===== src/rtl/lru8_pkg.sv =====
package lru8_pkg;

    localparam int WAYS     = 8;
    localparam int WAY_W    = $clog2(WAYS);
    localparam int PAIRS    = WAYS / 2;
    localparam int PAIR_W   = $clog2(PAIRS);
    localparam int MTX_BITS = PAIRS * (PAIRS - 1) / 2;

    typedef logic [WAY_W-1:0]  way_t;
    typedef logic [PAIR_W-1:0] pair_t;

    // Per-set replacement state.
    // mru[p] : member of pair p touched last.
    // mtx    : bit (i,j), i<j, set means pair i is more recent than pair j.
    typedef struct packed {
        logic [PAIRS-1:0]    mru;
        logic [MTX_BITS-1:0] mtx;
    } set_state_t;

    // Flat position of the matrix bit for pair i above pair j (i < j).
    function automatic int mtx_pos(input int i, input int j);
        return (i * (2 * PAIRS - i - 1)) / 2 + (j - i - 1);
    endfunction

    function automatic pair_t way_pair(input way_t w);
        return w[WAY_W-1:1];
    endfunction

    function automatic logic way_member(input way_t w);
        return w[0];
    endfunction

endpackage


===== src/rtl/lru8_state_next.sv =====
module lru8_state_next
    import lru8_pkg::*;
(
    input  set_state_t cur,
    input  way_t       way,
    output set_state_t nxt
);

    pair_t hit_pair;

    always_comb begin
        hit_pair = way_pair(way);
        nxt      = cur;
        nxt.mru[hit_pair] = way_member(way);
        for (int i = 0; i < PAIRS; i++) begin
            for (int j = i + 1; j < PAIRS; j++) begin
                if (i == int'(hit_pair)) begin
                    nxt.mtx[mtx_pos(i, j)] = 1'b1;   // row of touched pair
                end else if (j == int'(hit_pair)) begin
                    nxt.mtx[mtx_pos(i, j)] = 1'b0;   // column of touched pair
                end
            end
        end
    end

endmodule


===== src/rtl/lru8_victim_pick.sv =====
module lru8_victim_pick
    import lru8_pkg::*;
(
    input  set_state_t st,
    output way_t       victim
);

    logic [PAIRS-1:0] is_oldest;
    pair_t            old_pair;

    always_comb begin
        for (int p = 0; p < PAIRS; p++) begin
            is_oldest[p] = 1'b1;
            for (int j = p + 1; j < PAIRS; j++) begin
                if (st.mtx[mtx_pos(p, j)]) is_oldest[p] = 1'b0;
            end
            for (int k = 0; k < p; k++) begin
                if (!st.mtx[mtx_pos(k, p)]) is_oldest[p] = 1'b0;
            end
        end
    end

    always_comb begin
        old_pair = '0;
        for (int p = PAIRS - 1; p >= 0; p--) begin
            if (is_oldest[p]) old_pair = pair_t'(p);
        end
        victim = {old_pair, ~st.mru[old_pair]};
    end

endmodule


===== src/rtl/lru8_state_bank.sv =====
module lru8_state_bank
    import lru8_pkg::*;
#(
    parameter int SETS  = 16,
    parameter int SET_W = $clog2(SETS)
) (
    input  logic             clk,
    input  logic             rst,
    input  logic             wr_en,
    input  logic [SET_W-1:0] wr_set,
    input  set_state_t       wr_state,
    input  logic [SET_W-1:0] rd_a_set,
    output set_state_t       rd_a,
    input  logic [SET_W-1:0] rd_b_set,
    output set_state_t       rd_b
);

    set_state_t state_q [SETS];

    for (genvar g = 0; g < SETS; g++) begin : g_set
        always_ff @(posedge clk) begin
            if (rst) begin
                state_q[g] <= '0;
            end else if (wr_en && wr_set == SET_W'(g)) begin
                state_q[g] <= wr_state;
            end
        end
    end

    assign rd_a = state_q[rd_a_set];
    assign rd_b = state_q[rd_b_set];

endmodule


===== src/rtl/lru8_pair_sel.sv =====
module lru8_pair_sel
    import lru8_pkg::*;
#(
    parameter int  SETS  = 16,
    localparam int SET_W = $clog2(SETS)
) (
    input  logic             clk,
    input  logic             rst,
    input  logic             acc_valid,
    input  logic [SET_W-1:0] acc_set,
    input  logic [2:0]       acc_way,
    input  logic [SET_W-1:0] vic_set,
    output logic [2:0]       vic_way
);

    set_state_t acc_cur;
    set_state_t acc_nxt;
    set_state_t vic_st;
    way_t       vic_pick;

    lru8_state_bank #(.SETS(SETS), .SET_W(SET_W)) u_bank (
        .clk      (clk),
        .rst      (rst),
        .wr_en    (acc_valid),
        .wr_set   (acc_set),
        .wr_state (acc_nxt),
        .rd_a_set (acc_set),
        .rd_a     (acc_cur),
        .rd_b_set (vic_set),
        .rd_b     (vic_st)
    );

    lru8_state_next u_next (
        .cur (acc_cur),
        .way (way_t'(acc_way)),
        .nxt (acc_nxt)
    );

    lru8_victim_pick u_pick (
        .st     (vic_st),
        .victim (vic_pick)
    );

    assign vic_way = vic_pick;

endmodule


===== config.mk =====
export PLATFORM = sky130hd
export DESIGN_NAME = lru8_pair_sel
export DESIGN_NICKNAME = d
export VERILOG_FILES = /design/src/rtl/lru8_pkg.sv /design/src/rtl/lru8_state_next.sv /design/src/rtl/lru8_victim_pick.sv /design/src/rtl/lru8_state_bank.sv /design/src/rtl/lru8_pair_sel.sv
export SDC_FILE = /design/constraint.sdc
export NUM_CORES = 1
export LEC_CHECK = 0
export BUFFER_PORTS_ARGS = -buffer_cell sky130_fd_sc_hd__buf_4
export CORE_AREA = 2 2 192 119
export DETAILED_ROUTE_END_ITERATION = 10
export DIE_AREA = 0 0 194 121
export PLACE_DENSITY_LB_ADDON = 0.3
export SKIP_CTS_REPAIR_TIMING = 1
export SLEW_MARGIN = 20
export SYNTH_ARGS = -nofsm -noshare
export SYNTH_HDL_FRONTEND = slang
export SYNTH_SLANG_ARGS = --single-unit

===== constraint.sdc =====
create_clock -name clk -period 2.19 [get_ports clk]
set_input_delay 0.219 -clock clk [delete_from_list [all_inputs] [get_ports clk]]
set_output_delay 0.219 -clock clk [all_outputs]
set_load 0.005 [all_outputs]

-- Yosys cells after proc, flatten, opt, wreduce, memory -nomap -nowiden
Memory sizes are Yosys's and may differ from the RTL's.
Cells that the tools add are included.
- $add $sub $neg: 0
- multiply operators: 0
- div/mod/pow operators: 0
- magnitude comparators: 3
- equality and inequality tests: 18
- shifts and indexed selects: 0
- multiplexer cells: 99
- bitwise logic cells: 17
- reductions and logical operators: 19
- operators by type and width (kind ; number):
    $mux W10 ; 16
    $mux W1 ; 76
    $eq A4 B4 Y1 const B ; 8
    $logic_and A1 B1 Y1 ; 17
    $eq A4 B3 Y1 const B ; 4
    $or A1 B1 Y1 ; 16
    $eq A4 B2 Y1 const B ; 2
    $mux W2 ; 4
    $lt A2 B3 Y1 const B ; 2
    $bwmux W4 ; 1
    $eq A2 B2 Y1 const A ; 2
    $eq A4 B1 Y1 const B ; 1
    $logic_not A4 Y1 ; 1
    $bmux W1 S2 ; 1
    $demux W1 S2 ; 1
    $eq A1 B2 Y1 const A ; 1
    $ge A2 B1 Y1 const B ; 1
    $logic_not A2 Y1 ; 1
    $not A1 Y1 ; 1
- flip-flop bits (word level): 0
- bits in latches: 0
- memory bits (writable): 160
- ROM bits: 0
- input port bits: 14
- word-level logic and storage cells: 157
- memories: 1
- memory list (memory ; depth ; width ; rd ports ; clocked after Yosys merged registers in ; wr ports ; line ; text):
    u_bank.state_q ; 16 ; 10 ; 2 ; 0 ; 16 ; lru8_state_bank.sv:18 ; set_state_t state_q [SETS];

-- Longest topological paths before layout
An unclocked memory read counts as a cell.
- depth after elaboration: 11
- gate-level depth with buffers: 8
- depth with buffers taken out: 5

-- Cells and area by module
From an unflattened synthesis, not the netlist that was laid out.
- cells, all modules: 578
- area total of the unflattened synthesis: 8657.1 um^2
- by module, submodules not included (module ; instances ; cells each ; area each (um^2) ; sequential area each (um^2)):
    lru8_state_bank ; 1 ; 552 ; 8469.4 ; 4804.6
    lru8_state_next ; 1 ; 17 ; 127.6 ; 0.0
    lru8_victim_pick ; 1 ; 9 ; 60.1 ; 0.0

-- Least setup slack after synthesis
No wires, ideal clock.
- path type: in2reg
- start: input port acc_set[0]
- end: memory u_bank.state_q[2][4] (netlist name), data pin
- data arrival time: 2.075 ns
- slack: -0.146 ns
- cell stages on the path: 7
- cells stage by stage: buf_6 > buf_6 > mux4_4 > mux4_2 > a21boi_4 > buf_6 > nor2_1
- RTL lines (what ; line ; text):
    from (decl) ; lru8_pair_sel.sv:10 ; input logic [SET_W-1:0] acc_set,
    to (decl) ; lru8_state_bank.sv:18 ;

==> flow_metrics.env <==
export IMPL_ios=17
export IMPL_yosys_warnings=0
export IMPL_p_per_area_nw_per_um2=776
export IMPL_finalPower_uw=8100
export IMPL_largestRegisters="u_bank.state_q (160)"
export IMPL_yosysSeqAreaShare_pct=56.1
export IMPL_grt_most_used_layer="met2"
export IMPL_cts_buffers=17
export IMPL_dp_hpwl_um=18600
export IMPL_cp_slowest_cell="mux4_2"
export IMPL_crit_path_max_incr_delay_ns=0.58
export IMPL_finalCriticalPeriod_ns=2.84
export IMPL_rr_endpoint="u_bank.state_q[11][2]$_SDFFCE_PN0P_"
export IMPL_use_met3_pct=5.64
export IMPL_io_buffers=16
export IMPL_worstMarginPinSlew_ns=0.683
export IMPL_fin_nets=640
export IMPL_dr_first_iter_drc_count=830
export IMPL_dieHeight_um=121
export IMPL_synth_cell_types=38
export IMPL_synth_cells=547
export IMPL_dieArea_um2=23500
export IMPL_min_from="acc_way[2]"
export IMPL_use_met2_pct=36.1
export IMPL_path_buf_inv=1
export IMPL_routed_via_density=6.11
export IMPL_r2r_worst_path_cells=6
export IMPL_hp_class="in -> reg"
export IMPL_switchingPower_uw=2070
export IMPL_clock_root_buffer="clkbuf_16"
export IMPL_cp_max_fo=2
export IMPL_synth_seq_cells=160
export IMPL_grt_use_total_pct=23.4
export IMPL_clkLatencyLatePin_ns=0.44
export IMPL_worst_setup_path_type="reg -> out"
export IMPL_largest_reg_flops=160
export IMPL_largest_register="u_bank.state_q"
export IMPL_rows=42
export IMPL_drc=0
export IMPL_vias=5655
export IMPL_core_area_um2=21700
export IMPL_die_x_um=194
export IMPL_overflow=0
export IMPL_crit_path_end_kind="output pin"
export IMPL_ctsLongestPathBuffers=2
export IMPL_timing_hold_ws_ns=0.335
export IMPL_cts_tree="yes"
export IMPL_path_cells="mux4_2 > mux4_2 > nand2b_4 > o32a_1 > o31ai_2 > buf_4"
export IMPL_cp_top_family="multiplexers"
export IMPL_firstDrtPassIters=5
export IMPL_power_frac_comb_pct=15.1
export IMPL_n_antenna_cell=0
export IMPL_antenna_found_initial=0
export IMPL_cts_sinks=160
export IMPL_drive_above_1_share_pct=41.2
export IMPL_cap_violations=0
export IMPL_final_max_slew_viol_count=0
export IMPL_holdPathStages=4
export IMPL_start_util_pct=39.6
export IMPL_area_delta_synth_final_pct=21.9
export IMPL_use_met1_pct=34.0
export IMPL_clock_skew_ns=0.00999
export IMPL_switching_share_pct=25.6
export IMPL_cts_max_level=4
export IMPL_cp_arrival_ns=2.62
export IMPL_clk_pin_slew_ns=0.07
export IMPL_r2r_slack_ns=-0.17
export IMPL_finalWorstSetupSlack_ns=-0.654
export IMPL_violations="setup timing"
export IMPL_finalSetupViolations=51
export IMPL_finalCritPeriodShare_pct=130
export IMPL_p_leak_uw=0.00374
export IMPL_grt_max_degree=21
export IMPL_netlist_area_um2=8570
export IMPL_start_kind="flip-flop"
export IMPL_register_area_um2=4800
export IMPL_cp_common_cell="mux4_2"
export IMPL_worstPathRequired_ns=1.97
export IMPL_first_global_vias=5711
export IMPL_multi_input_area_um2=3600
export IMPL_power_share_clock_pct=40.9
export IMPL_outcome="finished, violations left"
export IMPL_reg2reg_from="u_bank.state_q[1][2]$_SDFFCE_PN0P_"
export IMPL_peakVddDrop_mv=0.570
export IMPL_p_seq_share_pct=43.9
export IMPL_wirelength_um=26200
export IMPL_synth_area_per_cell_um2=15.7
export IMPL_hold_end="u_bank.state_q[5][0]$_SDFFCE_PN0P_"
export IMPL_syn_nets=561
export IMPL_gp_congestion=0.843
export IMPL_wl_per_cell_um=28.3
export IMPL_fmaxAchievable_mhz=352
export IMPL_fill_cells=1876
export IMPL_p_int_uw=6030
export IMPL_grt_pass1_wl_um=38700
export IMPL_slew_headroom_pct=54.4
export IMPL_ant_nets=0
export IMPL_final_hold_viol_count=0
export IMPL_rsz0062_at_grt="true"
## worst max-delay path by stage
stage                                              from                                   to  slack, ns  depth (start not counted)
floorplan                                    acc_set[0]   u_bank.state_q[2][4]$_SDFFCE_PN0P_      -0.06                          7
global placement                             acc_set[0]  u_bank.state_q[11][2]$_SDFFCE_PN0P_      -0.38                          8
detailed placement                           acc_set[0]  u_bank.state_q[10][2]$_SDFFCE_PN0P_      -0.45                          8
CTS                 u_bank.state_q[15][5]$_SDFFCE_PN0P_                           vic_way[0]      -0.66                          6
global route        u_bank.state_q[15][5]$_SDFFCE_PN0P_                           vic_way[0]      -0.72                          6
finish              u_bank.state_q[15][5]$_SDFFCE_PN0P_                           vic_way[0]      -0.65                          6
## cell usage in the layout (no fill, tap or decap), types with 3 or more instances in the layout
cell type / n
edfxtp_1: 160
nor2_1: 151
mux4_2: 89
buf_4: 77
nand2_1: 23
buf_12: 19
clkbuf_16: 18
nor2_4: 15
o21bai_1: 6
a31o_2: 6
inv_6: 6
mux4_1: 5
inv_1: 5
a21o_1: 5
a22o_1: 4
mux2i_4: 4
bufinv_16: 4
mux4_4: 3
a21oi_4: 3
inv_8: 3
buf_6: 3
## cell usage after synthesis (all sizes together)
master  number  area (um2)
a21oi        3        26.3
o21ai        2        17.5
nor2       168         631
o32a         1        10.0
a22o         4        35.0
o21a         1        7.51
and3         1        6.26
mux2i        4        90.1
nor3         2        10.0
edfxtp     160        4800
o211ai       1        12.5
and4         1        8.76
nand3        2        10.0
a21boi       2        37.5
and3b        1        8.76
or2          1        6.26
nand3b       1        7.51
a21o         5        37.5
o31ai        1        7.51
o21bai       6        45.0
a31oi        1        6.26
nor2b        2        12.5
clkbuf       9        33.8
nor3b        1        7.51
inv          5        18.8
nand2       24        90.1
nand2b       1        6.26
mux4        97        2230
and2         1        6.26
a22oi        2        15.0
buf         31         264
a31o         6        52.6
## metrics by stage
stage	std cells	TNS, ns	utilization [%]	worst slack [ns]	area, um2
after floorplan	547	-1.47	-	-0.0552	8680
after global placement	889	-46.22	44.4	-0.379	9610
after detailed placement	889	-50.92	44.4	-0.446	9610
after CTS	921	-5.58	47.4	-0.663	10300
after global routing	925	-8.96	48.2	-0.719	10400
final	925	-6.50	48.2	-0.654	10400
## final cells by class
type	count	area share [%]
multi-input cells	342	34.5
clock buffers	17	4.07
clock inverters	15	2.11
flip-flops and latches	160	46.0
well taps	286	3.43
inverters	5	0.180
repair buffers	100	9.74
## power groups by stage
stage	clock (uW)	combinational [uW]	sequential [uW]
after floorplan	0	710	3590
after detailed placement	0	1150	3620
after CTS	3330	1160	3560
final	3320	1230	3560
after global placement	0	1130	3610
after global routing	3460	1280	3570
## cell families after synthesis
logic type | count (synthesis) | share of synthesized area (%)
muxes | 101 | 27.1
DFF | 160 | 56.1
and+or+nand+nor | 206 | 9.47
AOI/OAI and AO/OA | 35 | 3.62
buffers and inverters | 45 | 3.70
## per-layer routing
metal  vias to the layer above  wire [um]
met1                      2988      11400
met5                         -          0
met3                        30       2480
met4                         0        265
li1                       2304          -
met2                       333      12000
## worst min-delay path, delay by kind of cell
| family | cells | cell delay (ns) |
|---|---|---|
| AOI/OAI and AO/OA | 1 | 0.08 |
| buffers and inverters | 2 | 0.28 |
| and+or+nand+nor | 1 | 0.09 |
No activity file was read; power rests on OpenSTA's default activity.
